<file path="config.mk">
export PLATFORM = sky130hd
export DESIGN_NAME = bsr_bank_unit
export DESIGN_NICKNAME = d
export VERILOG_FILES = /design/src/rtl/bsr_pkg.sv /design/src/rtl/bsr_bank_pair.sv /design/src/rtl/bsr_status.sv /design/src/rtl/bsr_debug_mux.sv /design/src/rtl/bsr_bank_unit.sv
export SDC_FILE = /design/constraint.sdc
export NUM_CORES = 2
export LEC_CHECK = 0
export BUFFER_PORTS_ARGS = -buffer_cell sky130_fd_sc_hd__buf_4
export CAP_MARGIN = 15
export CORE_MARGIN = 2
export CORE_UTILIZATION = 30
export CTS_BUF_LIST = sky130_fd_sc_hd__clkbuf_8
export DETAILED_ROUTE_END_ITERATION = 16
export GPL_ROUTABILITY_DRIVEN = 0
export PLACE_DENSITY_LB_ADDON = 0.15
export SLEW_MARGIN = 25
export SYNTH_ARGS = -nofsm -noshare
export SYNTH_HDL_FRONTEND = slang
export SYNTH_SLANG_ARGS = --single-unit
</file>
<file path="constraint.sdc">
create_clock -name clk -period 6.5 [get_ports clk]
set_clock_uncertainty 0.2 [all_clocks]
set_input_delay 1.3 -clock clk [delete_from_list [all_inputs] [get_ports clk]]
set_output_delay 1.3 -clock clk [all_outputs]
set_load 0.05 [all_outputs]
</file>
<file path="src/rtl/bsr_pkg.sv">
package bsr_pkg;
  localparam int XLEN = 32;
  localparam int GPR_N = 8;
  localparam int FPR_N = 16;
  localparam int DBG_W = 7;

  localparam logic [XLEN-1:0] SR_KEEP   = 32'h7000_83F3;
  localparam logic [XLEN-1:0] SR_INIT   = 32'h7000_00F0;
  localparam logic [XLEN-1:0] FPS_KEEP  = 32'h003F_FFFF;
  localparam logic [XLEN-1:0] FPS_INIT  = 32'h0004_0001;

  localparam int SR_PRIV = 30;
  localparam int SR_BSEL = 29;
  localparam int SR_T = 0;
  localparam int SR_S = 1;
  localparam int SR_Q = 8;
  localparam int SR_M = 9;
  localparam int FPS_BSEL = 21;

  localparam logic [XLEN-1:0] FLAG_BITS =
    (32'h1 << SR_T) | (32'h1 << SR_S) | (32'h1 << SR_Q) | (32'h1 << SR_M);

  typedef struct packed {
    logic m;
    logic q;
    logic s;
    logic t;
  } flags_t;

  function automatic logic bank_of(input logic [XLEN-1:0] w);
    return w[SR_PRIV] & w[SR_BSEL];
  endfunction
endpackage

</file>
<file path="src/rtl/bsr_bank_pair.sv">
module bsr_bank_pair #(
  parameter int N = 8,
  parameter int W = 32,
  localparam int IW = $clog2(N)
) (
  input  logic              clk,
  input  logic              rst_n,
  input  logic              wr_en,
  input  logic [IW-1:0]     wr_idx,
  input  logic [W-1:0]      wr_data,
  input  logic              swap,
  output logic [N-1:0][W-1:0] live_o,
  output logic [N-1:0][W-1:0] shadow_o
);
  for (genvar i = 0; i < N; i++) begin : g_ent
    logic [W-1:0] live_nx;
    always_comb begin
      live_nx = live_o[i];
      if (wr_en && (wr_idx == IW'(i))) live_nx = wr_data;
    end
    always_ff @(posedge clk or negedge rst_n) begin
      if (!rst_n) begin
        live_o[i]   <= '0;
        shadow_o[i] <= '0;
      end else if (swap) begin
        live_o[i]   <= shadow_o[i];
        shadow_o[i] <= live_nx;
      end else begin
        live_o[i]   <= live_nx;
      end
    end
  end
endmodule

</file>
<file path="src/rtl/bsr_status.sv">
module bsr_status
  import bsr_pkg::*;
(
  input  logic            clk,
  input  logic            rst_n,
  input  logic            sr_wr_en,
  input  logic [XLEN-1:0] sr_wr_data,
  input  logic            fp_wr_en,
  input  logic [XLEN-1:0] fp_wr_data,
  input  logic            flag_wr_en,
  input  logic [3:0]      flag_wr_val,
  output logic [XLEN-1:0] sr_rd,
  output logic [XLEN-1:0] fp_rd,
  output logic            bank_cur,
  output logic            gpr_swap,
  output logic            fpr_swap,
  output logic            mask_chg
);
  logic [XLEN-1:0] sr_q;
  logic [XLEN-1:0] fp_q;
  flags_t          fl_q;

  assign bank_cur = bank_of(sr_q);
  assign gpr_swap = sr_wr_en && (bank_of(sr_wr_data) != bank_cur);
  assign fpr_swap = fp_wr_en && (fp_wr_data[FPS_BSEL] != fp_q[FPS_BSEL]);

  always_ff @(posedge clk or negedge rst_n) begin
    if (!rst_n) begin
      sr_q     <= SR_INIT & ~FLAG_BITS;
      fl_q     <= flags_t'({SR_INIT[SR_M], SR_INIT[SR_Q], SR_INIT[SR_S], SR_INIT[SR_T]});
      fp_q     <= FPS_INIT;
      mask_chg <= 1'b0;
    end else begin
      mask_chg <= sr_wr_en;
      if (sr_wr_en) begin
        sr_q <= sr_wr_data & SR_KEEP & ~FLAG_BITS;
        fl_q <= flags_t'({sr_wr_data[SR_M], sr_wr_data[SR_Q],
                          sr_wr_data[SR_S], sr_wr_data[SR_T]});
      end else if (flag_wr_en) begin
        fl_q <= flags_t'(flag_wr_val);
      end
      if (fp_wr_en) fp_q <= fp_wr_data & FPS_KEEP;
    end
  end

  always_comb begin
    sr_rd = sr_q & ~FLAG_BITS;
    sr_rd[SR_T] = fl_q.t;
    sr_rd[SR_S] = fl_q.s;
    sr_rd[SR_Q] = fl_q.q;
    sr_rd[SR_M] = fl_q.m;
  end
  assign fp_rd = fp_q;
endmodule

</file>
<file path="src/rtl/bsr_debug_mux.sv">
module bsr_debug_mux
  import bsr_pkg::*;
(
  input  logic [DBG_W-1:0]            idx,
  input  logic [GPR_N-1:0][XLEN-1:0]  g_live,
  input  logic [GPR_N-1:0][XLEN-1:0]  g_shadow,
  input  logic [FPR_N-1:0][XLEN-1:0]  f_live,
  input  logic                        bank,
  input  logic [XLEN-1:0]             sr,
  input  logic [XLEN-1:0]             fps,
  output logic [XLEN-1:0]             data,
  output logic                        hit,
  output logic                        bad
);
  localparam int LIVE_G0 = 0;
  localparam int SR_IDX  = 22;
  localparam int FPS_IDX = 24;
  localparam int LIVE_F0 = 25;
  localparam int ABS_B0  = 43;
  localparam int ABS_B1  = ABS_B0 + GPR_N;
  localparam int TOP_OK  = ABS_B1 + GPR_N;
  localparam int TOP_ANY = 94;

  logic [DBG_W-1:0] off_f, off_b0, off_b1;
  assign off_f  = idx - DBG_W'(LIVE_F0);
  assign off_b0 = idx - DBG_W'(ABS_B0);
  assign off_b1 = idx - DBG_W'(ABS_B1);

  assign hit = idx < DBG_W'(TOP_OK);
  assign bad = idx >= DBG_W'(TOP_ANY);

  always_comb begin
    data = '0;
    if (idx < DBG_W'(LIVE_G0 + GPR_N))
      data = g_live[idx[2:0]];
    else if (idx == DBG_W'(SR_IDX))
      data = sr;
    else if (idx == DBG_W'(FPS_IDX))
      data = fps;
    else if (idx >= DBG_W'(LIVE_F0) && idx < DBG_W'(LIVE_F0 + FPR_N))
      data = f_live[off_f[3:0]];
    else if (idx >= DBG_W'(ABS_B0) && idx < DBG_W'(ABS_B1))
      data = bank ? g_shadow[off_b0[2:0]] : g_live[off_b0[2:0]];
    else if (idx >= DBG_W'(ABS_B1) && idx < DBG_W'(TOP_OK))
      data = bank ? g_live[off_b1[2:0]] : g_shadow[off_b1[2:0]];
  end
endmodule

</file>
<file path="src/rtl/bsr_bank_unit.sv">
module bsr_bank_unit
  import bsr_pkg::*;
(
  input  logic             clk,
  input  logic             rst_n,
  input  logic             sr_wr_en,
  input  logic [31:0]      sr_wr_data,
  input  logic             fp_wr_en,
  input  logic [31:0]      fp_wr_data,
  input  logic             flag_wr_en,
  input  logic [3:0]       flag_wr_val,
  input  logic             gpr_wr_en,
  input  logic [2:0]       gpr_wr_idx,
  input  logic [31:0]      gpr_wr_data,
  input  logic             fpr_wr_en,
  input  logic [3:0]       fpr_wr_idx,
  input  logic [31:0]      fpr_wr_data,
  input  logic [2:0]       gpr_rd_idx,
  output logic [31:0]      gpr_rd_data,
  input  logic [3:0]       fpr_rd_idx,
  output logic [31:0]      fpr_rd_data,
  output logic [31:0]      sr_rd_data,
  output logic [31:0]      fp_rd_data,
  output logic             active_bank,
  output logic             mask_changed,
  input  logic [6:0]       dbg_idx,
  output logic [31:0]      dbg_data,
  output logic             dbg_hit,
  output logic             dbg_bad_idx
);
  logic gpr_swap, fpr_swap;
  logic [GPR_N-1:0][XLEN-1:0] g_live, g_shadow;
  logic [FPR_N-1:0][XLEN-1:0] f_live, f_shadow;

  bsr_status u_status (
    .clk, .rst_n,
    .sr_wr_en, .sr_wr_data, .fp_wr_en, .fp_wr_data,
    .flag_wr_en, .flag_wr_val,
    .sr_rd(sr_rd_data), .fp_rd(fp_rd_data),
    .bank_cur(active_bank), .gpr_swap, .fpr_swap,
    .mask_chg(mask_changed)
  );

  bsr_bank_pair #(.N(GPR_N), .W(XLEN)) u_gpr (
    .clk, .rst_n,
    .wr_en(gpr_wr_en), .wr_idx(gpr_wr_idx), .wr_data(gpr_wr_data),
    .swap(gpr_swap), .live_o(g_live), .shadow_o(g_shadow)
  );

  bsr_bank_pair #(.N(FPR_N), .W(XLEN)) u_fpr (
    .clk, .rst_n,
    .wr_en(fpr_wr_en), .wr_idx(fpr_wr_idx), .wr_data(fpr_wr_data),
    .swap(fpr_swap), .live_o(f_live), .shadow_o(f_shadow)
  );

  assign gpr_rd_data = g_live[gpr_rd_idx];
  assign fpr_rd_data = f_live[fpr_rd_idx];

  bsr_debug_mux u_dbg (
    .idx(dbg_idx), .g_live, .g_shadow, .f_live,
    .bank(active_bank), .sr(sr_rd_data), .fps(fp_rd_data),
    .data(dbg_data), .hit(dbg_hit), .bad(dbg_bad_idx)
  );
endmodule

</file>
==> flow_metrics.env <==
export IMPL_status="complete, no violations"
export IMPL_gr_usage_all_layers_pct=19.7
export IMPL_htreeDepth=5
export IMPL_synth_area_leader_cell="dfrtp_1"
export IMPL_synth_top_area_share_pct=48.5
export IMPL_synth_async_reset_ratio_pct=100
export IMPL_worst_pin_slew_ns=1.15
export IMPL_io_buffers=263
export IMPL_grt_pass1_vias=58500
export IMPL_ys_seq_area_share_pct=48.8
export IMPL_hpwl_um=169000
export IMPL_drt_first_pass_iters=6
export IMPL_synth_edf_count=0
export IMPL_cp_max_fo=42
export IMPL_cts_resized=0
export IMPL_antenna_found_initial=34
export IMPL_clkSlewWorstSetupHoldPaths_ns=0.05
export IMPL_period_share_pct=92.3
export IMPL_yosys_area_share_adder_pct=0.0777
export IMPL_power_total_uw=37800
export IMPL_wl_per_cell_um=24.2
export IMPL_slew_violations=0
export IMPL_initial_utilization_pct=30.1
export IMPL_clock_sinks=1571
export IMPL_drt_iter0_drc=4312
export IMPL_ir_drop_uv=258
export IMPL_synth_xor_area_share_pct=0.0761
export IMPL_p_leak_uw=0.0400
export IMPL_fin_crit_ns=6.00
export IMPL_final_area_um2=92500
export IMPL_crit_required_ns=5.00
export IMPL_die_area_um2=273000
export IMPL_final_hold_viol_count=0
export IMPL_whs_ns=0.159
export IMPL_synth_compound_area_share_pct=11.1
export IMPL_grt_max_degree=281
export IMPL_finalWirelength_um=270000
export IMPL_gr_total_overflow=0
export IMPL_ys_types=58
export IMPL_grt_pass1_wl_um=401000
export IMPL_r2r_end="u_gpr.shadow_o[84]$_DFFE_PN0P_"
export IMPL_synthTopCellsByArea="dfrtp_1 49%, mux4_2 16%, mux2i_1 11%"
export IMPL_rows=190
export IMPL_fin_setup_tns_ns=0
export IMPL_avgSynthCellArea_um2=11.1
export IMPL_post_synth_top_count_cell="dfrtp_1"
export IMPL_path_class="input port to output port"
export IMPL_synth_flop_cell="dfrtp_1"
export IMPL_cts_setup_buffers=0
export IMPL_holdBufCountCts=0
export IMPL_power_density_nw_per_um2=409
export IMPL_worstRegToRegCells=8
export IMPL_num_vias=58100
export IMPL_rsz0062_at_grt="false"
export IMPL_hold_class="input port to async pin"
export IMPL_final_antenna_net_count=0
export IMPL_cts_buffer_depth=4
export IMPL_finalSetupViolations=0
export IMPL_fp_dieW_um=522
export IMPL_layout_drive_gt1_share_pct=20.8
export IMPL_syn_area_um2=80500
export IMPL_yosys_warnings=0
export IMPL_synth_top_family_by_area="multiplexers"
export IMPL_coreArea_um2=267000
export IMPL_synth_simple_gate_area_share_pct=8.49
export IMPL_clkLatencyLatePin_ns=0.98
export IMPL_post_dp_cell_area_um2=86200
export IMPL_cts_made_buffers=310
export IMPL_maxCapViolCount=0
export IMPL_synthToLayoutAreaGrowth_pct=14.9
export IMPL_synth_commonest_cells="1,562 x dfrtp_1, 874 x nand2_1, 862 x mux2i_1"
export IMPL_die_h_um=522
export IMPL_ys_ff_latch=1571
export IMPL_post_route_drc_count=0
export IMPL_viasPerCell=5.22
export IMPL_pin_count=324
export IMPL_syn_inst=7278
export IMPL_critPathCaptureType="output port"
export IMPL_synth_mux_area_share_pct=27.6
export IMPL_r2r_start="u_status.sr_q[29]$_DFFE_PN1P_"
export IMPL_slew_headroom_pct=23.5
export IMPL_startpoint="dbg_idx[1]"
export IMPL_cts_tree="done"
export IMPL_cp_data_arrival_time_ns=4.50
export IMPL_timing_fmax_mhz=167
export IMPL_r2r_slack_ns=3.15
export IMPL_cp_start_kind="input port"
export IMPL_cts_root_buf="clkbuf_8"
export IMPL_nNetsFinal=7522
==> sequential cells by signal (all words and copies together) (netlist names) <==
name,flops
u_status.mask_chg,1
u_status.sr_rd,4
u_fpr.live_o,512
u_gpr.shadow_o,256
u_status.fp_rd,22
u_gpr.live_o,256
u_status.sr_q,8
u_fpr.shadow_o,512
==> metrics by stage <==
step / instances / worst slack, ns / util, %
floorplan: 7307 / 0.142 / -
global placement: 10600 / 0.447 / 32.2
detailed placement: 10600 / 0.435 / 32.2
CTS: 11100 / 0.425 / 34.5
global route: 11100 / 0.370 / 34.6
finish: 11100 / 0.503 / 34.6
==> area by class of cell <==
type	instances	area, um2
diodes	7	17.5
clock buffers	395	5440
clock inverters	142	718
fillers	26500	175000
inverters	4	15.0
multi-input cells	5029	38500
flip-flops and latches	1571	39300
well taps	3552	4440
repair buffers	441	4060
==> routing by layer <==
| metal | vias up | global-route usage (%) | part of all wire (%) |
|---|---|---|---|
| met5 | - | 0 | 0.019 |
| li1 | 26300 | - | - |
| met2 | 1369 | 31.6 | 47 |
| met3 | 479 | 3.26 | 4.9 |
| met4 | 8 | 6.56 | 3.2 |
| met1 | 29900 | 27.0 | 45 |
==> cell usage in the layout (no fill, tap or decap), drive strengths merged, types with 4 or more instances in the layout <==
master and n:
a211o 10, a21o 10, a21oi 800, a221oi 9
a22oi 9, buf 441, clkbuf 395, clkinv 30
clkinvlp 5, conb 30, dfrtp 1562, dfstp 9
diode 7, ha 5, inv 108, mux2 85
mux2i 862, mux4 560, nand2 874, nand2b 6
nand3 22, nor2 792, nor2b 5, nor3 26
nor3b 4, o2111a 8, o211ai 15, o21ai 821
o221ai 13, o311ai 8, or3 14, xor2 4
==> logic make-up after synthesis <==
| kind of cell | Yosys count |
|---|---|
| mux | 1507 |
| xor+xnor | 7 |
| buf+inv | 707 |
| other cells | 1 |
| compound gates | 1717 |
| fa+ha+maj | 5 |
| simple gates | 1763 |
| flops | 1571 |
==> worst max-delay path by stage <==
stage,endpoint,slack [ns],cells past startpoint
floorplan,dbg_data[14],0.14,18
finish,dbg_data[29],0.50,10
detailed placement,dbg_data[29],0.43,10
global route,dbg_data[9],0.37,12
CTS,dbg_data[29],0.43,10
global placement,dbg_data[29],0.45,10
==> power breakdown <==
part,leakage (uW),internal (uW),switching [uW],total [uW]
clock,0.00355,5560,4550,10100
sequential,0.0185,13600,2840,16400
combinational,0.0180,5240,6040,11300
==> critical path: stages <==
cell,delay (ns)
buf_4,0.20
inv_1,0.13
ha_4,0.37
buf_12,0.33
buf_12,0.37
mux4_2,0.54
mux2i_1,0.34
o21ai_0,0.16
o311a_1,0.44
buf_4,0.24
No activity file was read; power rests on OpenSTA's default activity.
